[config.mk]
export PLATFORM = sky130hd
export DESIGN_NAME = fwc_limit_table
export DESIGN_NICKNAME = d
export VERILOG_FILES = /design/src/rtl/fwc_pkg.sv /design/src/rtl/fwc_limit_table.sv
export SDC_FILE = /design/constraint.sdc
export NUM_CORES = 1
export LEC_CHECK = 0
export BUFFER_PORTS_ARGS = -buffer_cell sky130_fd_sc_hd__buf_2
export CAP_MARGIN = 10
export CORE_MARGIN = 2
export CORE_UTILIZATION = 55
export CTS_CLUSTER_SIZE = 24
export DETAILED_ROUTE_END_ITERATION = 16
export PLACE_DENSITY_LB_ADDON = 0.15
export SLEW_MARGIN = 20
export SYNTH_ARGS = -nofsm -noshare
export SYNTH_HDL_FRONTEND = slang
export SYNTH_SLANG_ARGS = --single-unit
export TNS_END_PERCENT = 10
[constraint.sdc]
create_clock -name clk -period 3.1 [get_ports clk]
set_input_delay 0.31 -clock clk [delete_from_list [all_inputs] [get_ports clk]]
set_output_delay 0.31 -clock clk [all_outputs]
set_load 0.05 [all_outputs]
[src/rtl/fwc_pkg.sv]
package fwc_pkg;

    typedef enum logic {
        LIM_LOW  = 1'b0,
        LIM_HIGH = 1'b1
    } lim_sel_e;

    typedef struct packed {
        logic pass;
        logic over;
        logic under;
    } verdict_t;

endpackage

[src/rtl/fwc_limit_table.sv]
module fwc_limit_table
    import fwc_pkg::*;
#(
    parameter int CNT_W = 16,
    parameter int IDX_W = 4
) (
    input  logic             clk,
    input  logic             rst_n,
    input  logic             wr_en,
    input  logic [IDX_W-1:0] wr_idx,
    input  lim_sel_e         wr_sel,
    input  logic [CNT_W-1:0] wr_data,
    input  logic [IDX_W-1:0] rd_idx,
    output logic [CNT_W-1:0] rd_high,
    output logic [CNT_W-1:0] rd_low
);
    localparam int ENTRIES = 1 << IDX_W;

    typedef struct packed {
        logic [ENTRIES-1:0][CNT_W-1:0] high;
        logic [ENTRIES-1:0][CNT_W-1:0] low;
    } tbl_t;

    tbl_t tbl_d, tbl_q;

    always_comb begin
        tbl_d = tbl_q;
        for (int e = 0; e < ENTRIES; e++) begin
            if (wr_en && wr_idx == IDX_W'(e)) begin
                if (wr_sel == LIM_HIGH) tbl_d.high[e] = wr_data;
                else                    tbl_d.low[e]  = wr_data;
            end
        end
    end

    always_ff @(posedge clk) begin
        if (!rst_n) begin
            for (int e = 0; e < ENTRIES; e++) begin
                tbl_q.high[e] <= '1;
                tbl_q.low[e]  <= '0;
            end
        end else begin
            tbl_q <= tbl_d;
        end
    end

    assign rd_high = tbl_q.high[rd_idx];
    assign rd_low  = tbl_q.low[rd_idx];

    // a write lands in the selected half of the addressed entry
    a_r3_high_write: assert property (@(posedge clk) disable iff (!rst_n)
        (wr_en && wr_sel == LIM_HIGH) |=> tbl_q.high[$past(wr_idx)] == $past(wr_data));
    a_r3_low_write: assert property (@(posedge clk) disable iff (!rst_n)
        (wr_en && wr_sel == LIM_LOW) |=> tbl_q.low[$past(wr_idx)] == $past(wr_data));

endmodule

After elaboration in Yosys (flattened, before gate mapping)
Cells that the tools add are included.
Widths: inputs -> output; s select.
{"block": "word_totals", "ff_bits": 512}
{"block": "op_classes", "n_bitwise": 1, "n_eq_ne": 15, "reduce_logical": 49, "n_mux": 4, "n_lt_le_gt_ge": 1}
{"op": "$bmux 16 s4", "n": 2}
{"op": "$reduce_and 2->1", "n": 32}
{"op": "$eq 4x4->1 const B", "n": 8}
{"op": "$mux 16", "n": 2}
{"op": "$eq 4x3->1 const B", "n": 4}
{"op": "$logic_and 1x1->1", "n": 16}
{"op": "$eq 4x2->1 const B", "n": 2}
{"op": "$lt 4x5->1 const B", "n": 1}
{"op": "$eq 4x1->1 const B", "n": 1}
{"op": "$logic_not 4->1", "n": 1}
{"op": "$not 1->1", "n": 1}

Logic depth before layout (Yosys ltp)
{"block": "logic_depth", "ltp_word": 3, "mapped_depth": 7, "mapped_depth_nobuf": 3}

Worst setup path after synthesis
Ideal clock, no wire load.
{"block": "synth_timing", "path_kind": "input-to-output", "start": "in rd_idx[0]", "end": "out rd_high[0]", "path_slack_ps": 1050, "t_required_ps": 2790, "stages": 5, "arrival_ps": 1740, "n_path_buf": 2, "cell_sequence": "buf_2 -> buf_2 -> mux4_2 -> a22oi_1 -> nand2_1"}
{"block": "synth_via", "elab_chain_cells": 2}
{"element": "start, declared", "line_no": "fwc_limit_table.sv:13", "source": "input logic [IDX_W-1:0] rd_idx,"}
{"element": "$bmux 16 s4", "line_no": "fwc_limit_table.sv:47", "source": "assign rd_high = tbl_q.high[rd_idx];"}
{"element": "$mux 16 (not written as such)", "line_no": "fwc_limit_table.sv:47"}
{"element": "end, declared", "line_no": "fwc_limit_table.sv:14", "source": "output logic [CNT_W-1:0] rd_high,"}
Every way passes these cells. The select of a mux whose other input is x is not followed.

Worst setup path after layout
{"block": "layout_timing", "start": "in rd_idx[0]", "end": "out rd_high[10]"}
The elaborated chain is that of the path after synthesis.

==> results.py <==
metrics = {
    "status": {
        "status": "finished, final reports clean",
    },
    "sta": {
        "drv_slew": 0,
        "period_share_pct": 79.30,
        "setup_slack_ns": 0.6418,
        "tns_ns": 0,
        "fmax_mhz": 406.8,
        "rsz0062_at_grt": "false",
        "setup_viol_count_final": 0,
        "tightest_slew_ns": 1.055,
        "period_needed_ns": 2.458,
        "hold_viol_final": 0,
        "maxSlewHeadroom_pct": 29.67,
        "fin_skew_ns": 0,
    },
    "floorplan": {
        "die_w_um": 212.7,
        "core_um2": 42980,
        "chipHeight_um": 212.7,
        "rows": 76,
        "pin_count": 60,
        "initial_core_util_pct": 55.71,
        "die-area_um2": 45220,
    },
    "logic_synthesis": {
        "synth_seq_cells": 512,
        "syn_inst": 2673,
        "synth.distinct_cells": 27,
        "syn-num-nets": 2701,
        "ys_seq_area_share_pct": 42.81,
        "synth_warnings": 0,
        "avgSynthCellArea_um2": 8.958,
        "synth_area_um2": 23940,
    },
    "clocking": {
        "cts_tree": "yes",
        "cts_setup_buffers": 0,
        "cts_root_buf": "clkbuf_16",
        "holdBufCountCts": 0,
        "htreeDepth": 2,
        "clock-sinks": 512,
        "cts_buffers": 53,
        "ctsLongestPathBuffers": 3,
        "clock_insertion_delay_worst_skew_ns": 0.60,
        "path_clk_slew_ns": 0.06,
        "cts_resized": 0,
    },
    "finish": {
        "final_cell_mix": "768 x nand3_1, 512 x dfxtp_1, 492 x o21ai_0",
        "reg_top3": "tbl_q x512",
        "final_nets": 2511,
        "drive_gt1_share_pct": 14.31,
        "largest_register": "tbl_q",
        "layout_commonest_cell": "nand3_1",
        "area_growth_pct": 8.857,
        "largest_register_ffs": 512,
        "nFillCells": 3716,
    },
    "worst_setup_path": {
        "cp-startpoint": "rd_idx[0]",
        "cp.arrival_ns": 2.15,
        "reg2reg_from": "tbl_q[215]$_SDFFE_PN0P_",
        "slowest_delay_ns": 0.53,
        "crit_buf_inv": 3,
        "path_delay_family": "buffers and inverters",
        "crit_required_ns": 2.79,
        "crit_chain": "clkbuf_8 -> buf_12 -> mux4_2 -> a22oi_1 -> nand2_1 -> buf_2",
        "cp-end-kind": "output port",
        "worst_setup_path_start_kind": "input pin",
        "path_class": "input pin to output port",
        "slowest_stage": "mux4_2",
        "critPathMaxFanout": 30,
        "regToRegSetupSlack_ns": 2.36,
    },
    "hold_path": {
        "hold_class": "input pin to register",
        "min_from": "rst_n",
    },
    "drt": {
        "route.detailed.drc": 0,
        "wl_per_cell_um": 24.49,
        "vias": 21520,
        "routed_wl_um": 76310,
        "postRouteAntennaNets": 0,
        "viasPerCell": 6.906,
        "first_pass_iters": 6,
        "drt-initial-drc-count": 2740,
    },
    "place": {
        "place_congestion": 0.8205,
        "portBuffers": 59,
        "hpwl_um": 40230,
        "place_ws_ns": 0.5569,
    },
    "power": {
        "vdd_drop_max_uv": 525.8,
        "p_leak_nw": 8.053,
        "power_density_nw_per_um2": 548.7,
    },
    "global_routing": {
        "grt_use_total_pct": 33.87,
        "overflow": 0,
        "grt_pass1_vias": 20810,
        "antenna_found_initial": 11,
        "grt_max_degree": 132,
        "grt_first_pass_wirelength_um": 119800,
    },
    "job": {
        "maxCapViolations": 0,
    },
}
## per-layer routing
layer  part of all wire, %  vias up  track usage, %
met5                 0.035        -               0
met4                   3.6        4           14.25
met3                   9.0      169           5.324
met2                    46     1119           53.56
met1                    41    10770           46.40
li1                      -     9455               -
## worst register-to-register path: stages (launching register included)
cell	delay (ns)
dfxtp_1	0.34
o21ai_0	0.08
a21boi_0	0.24
## logic make-up (layout without fill, tap and decap cells)
group | count (synthesis) | count (layout) | synth area share, %
compound gates | 832 | 832 | 20.73
simple gates | 828 | 828 | 17.51
flops | 512 | 512 | 42.81
buf+inv | 373 | 222 | 6.908
mux | 128 | 128 | 12.04
other cells | 0 | 9 | 0
## worst paths after layout
check | depth (start not counted) | to
min reg2reg | 2 | tbl_q[226]$_SDFFE_PN0P_
min | 2 | tbl_q[447]$_SDFFE_PN1P_
max | 6 | rd_high[10]
max reg2reg | 2 | tbl_q[215]$_SDFFE_PN0P_
## synthesized netlist by cell type
cell type / instances / area share [%]
or2_2: 1 / 0.026
nand4bb_1: 3 / 0.14
mux4_2: 128 / 12
clkbuf_1: 250 / 3.9
nand4_1: 1 / 0.026
and4_1: 1 / 0.037
a21boi_1: 47 / 1.5
a22oi_1: 64 / 2.0
nand2b_1: 2 / 0.052
and4b_1: 3 / 0.13
and2_1: 2 / 0.052
o21ai_0: 492 / 10
dfxtp_1: 512 / 43
nor4b_1: 1 / 0.037
a21boi_0: 209 / 6.6
nand4b_1: 3 / 0.11
buf_2: 68 / 1.4
nor2_1: 2 / 0.031
nand2_1: 33 / 0.52
and4bb_2: 3 / 0.16
or4b_1: 1 / 0.042
o21ai_1: 20 / 0.42
nand3_1: 768 / 16
buf_6: 6 / 0.28
nor2b_1: 4 / 0.10
buf_4: 33 / 1.0
buf_1: 16 / 0.25
## area by class of cell
type | instances | area, um^2 | area share [%]
Clock buffer | 76 | 1513 | 5.804
Sequential cell | 512 | 10250 | 39.32
Tap cell | 585 | 732.0 | 2.808
Timing Repair Buffer | 128 | 1189 | 4.560
Multi-Input combinational cell | 1788 | 12180 | 46.74
Antenna cell | 9 | 22.52 | 0.08641
Clock inverter | 18 | 177.7 | 0.6816
## stage by stage
step / total power, mW / util, % / cells / hold slack [ns] / cell area, um^2
4_1_cts: 14.33 / 60.58 / 3107 / 0.1627 / 26040
3_5_place_dp: 8.083 / 56.65 / 3013 / 0.4641 / 24350
2_1_floorplan: 7.664 / - / 2673 / 0.4432 / 23940
3_3_place_gp: 8.064 / 56.65 / 3013 / 0.4563 / 24350
6_report: 14.30 / 60.64 / 3116 / 0.1936 / 26070
5_1_grt: 14.69 / 60.64 / 3115 / 0.2186 / 26060
## power breakdown
group	switching [mW]	total, mW	internal [mW]
logic	0.936	1.29	0.350
clock network	2.71	6.34	3.63
registers	0.0323	6.68	6.65
total	3.68	14.3	10.6
No activity file was read; power rests on OpenSTA's default activity.
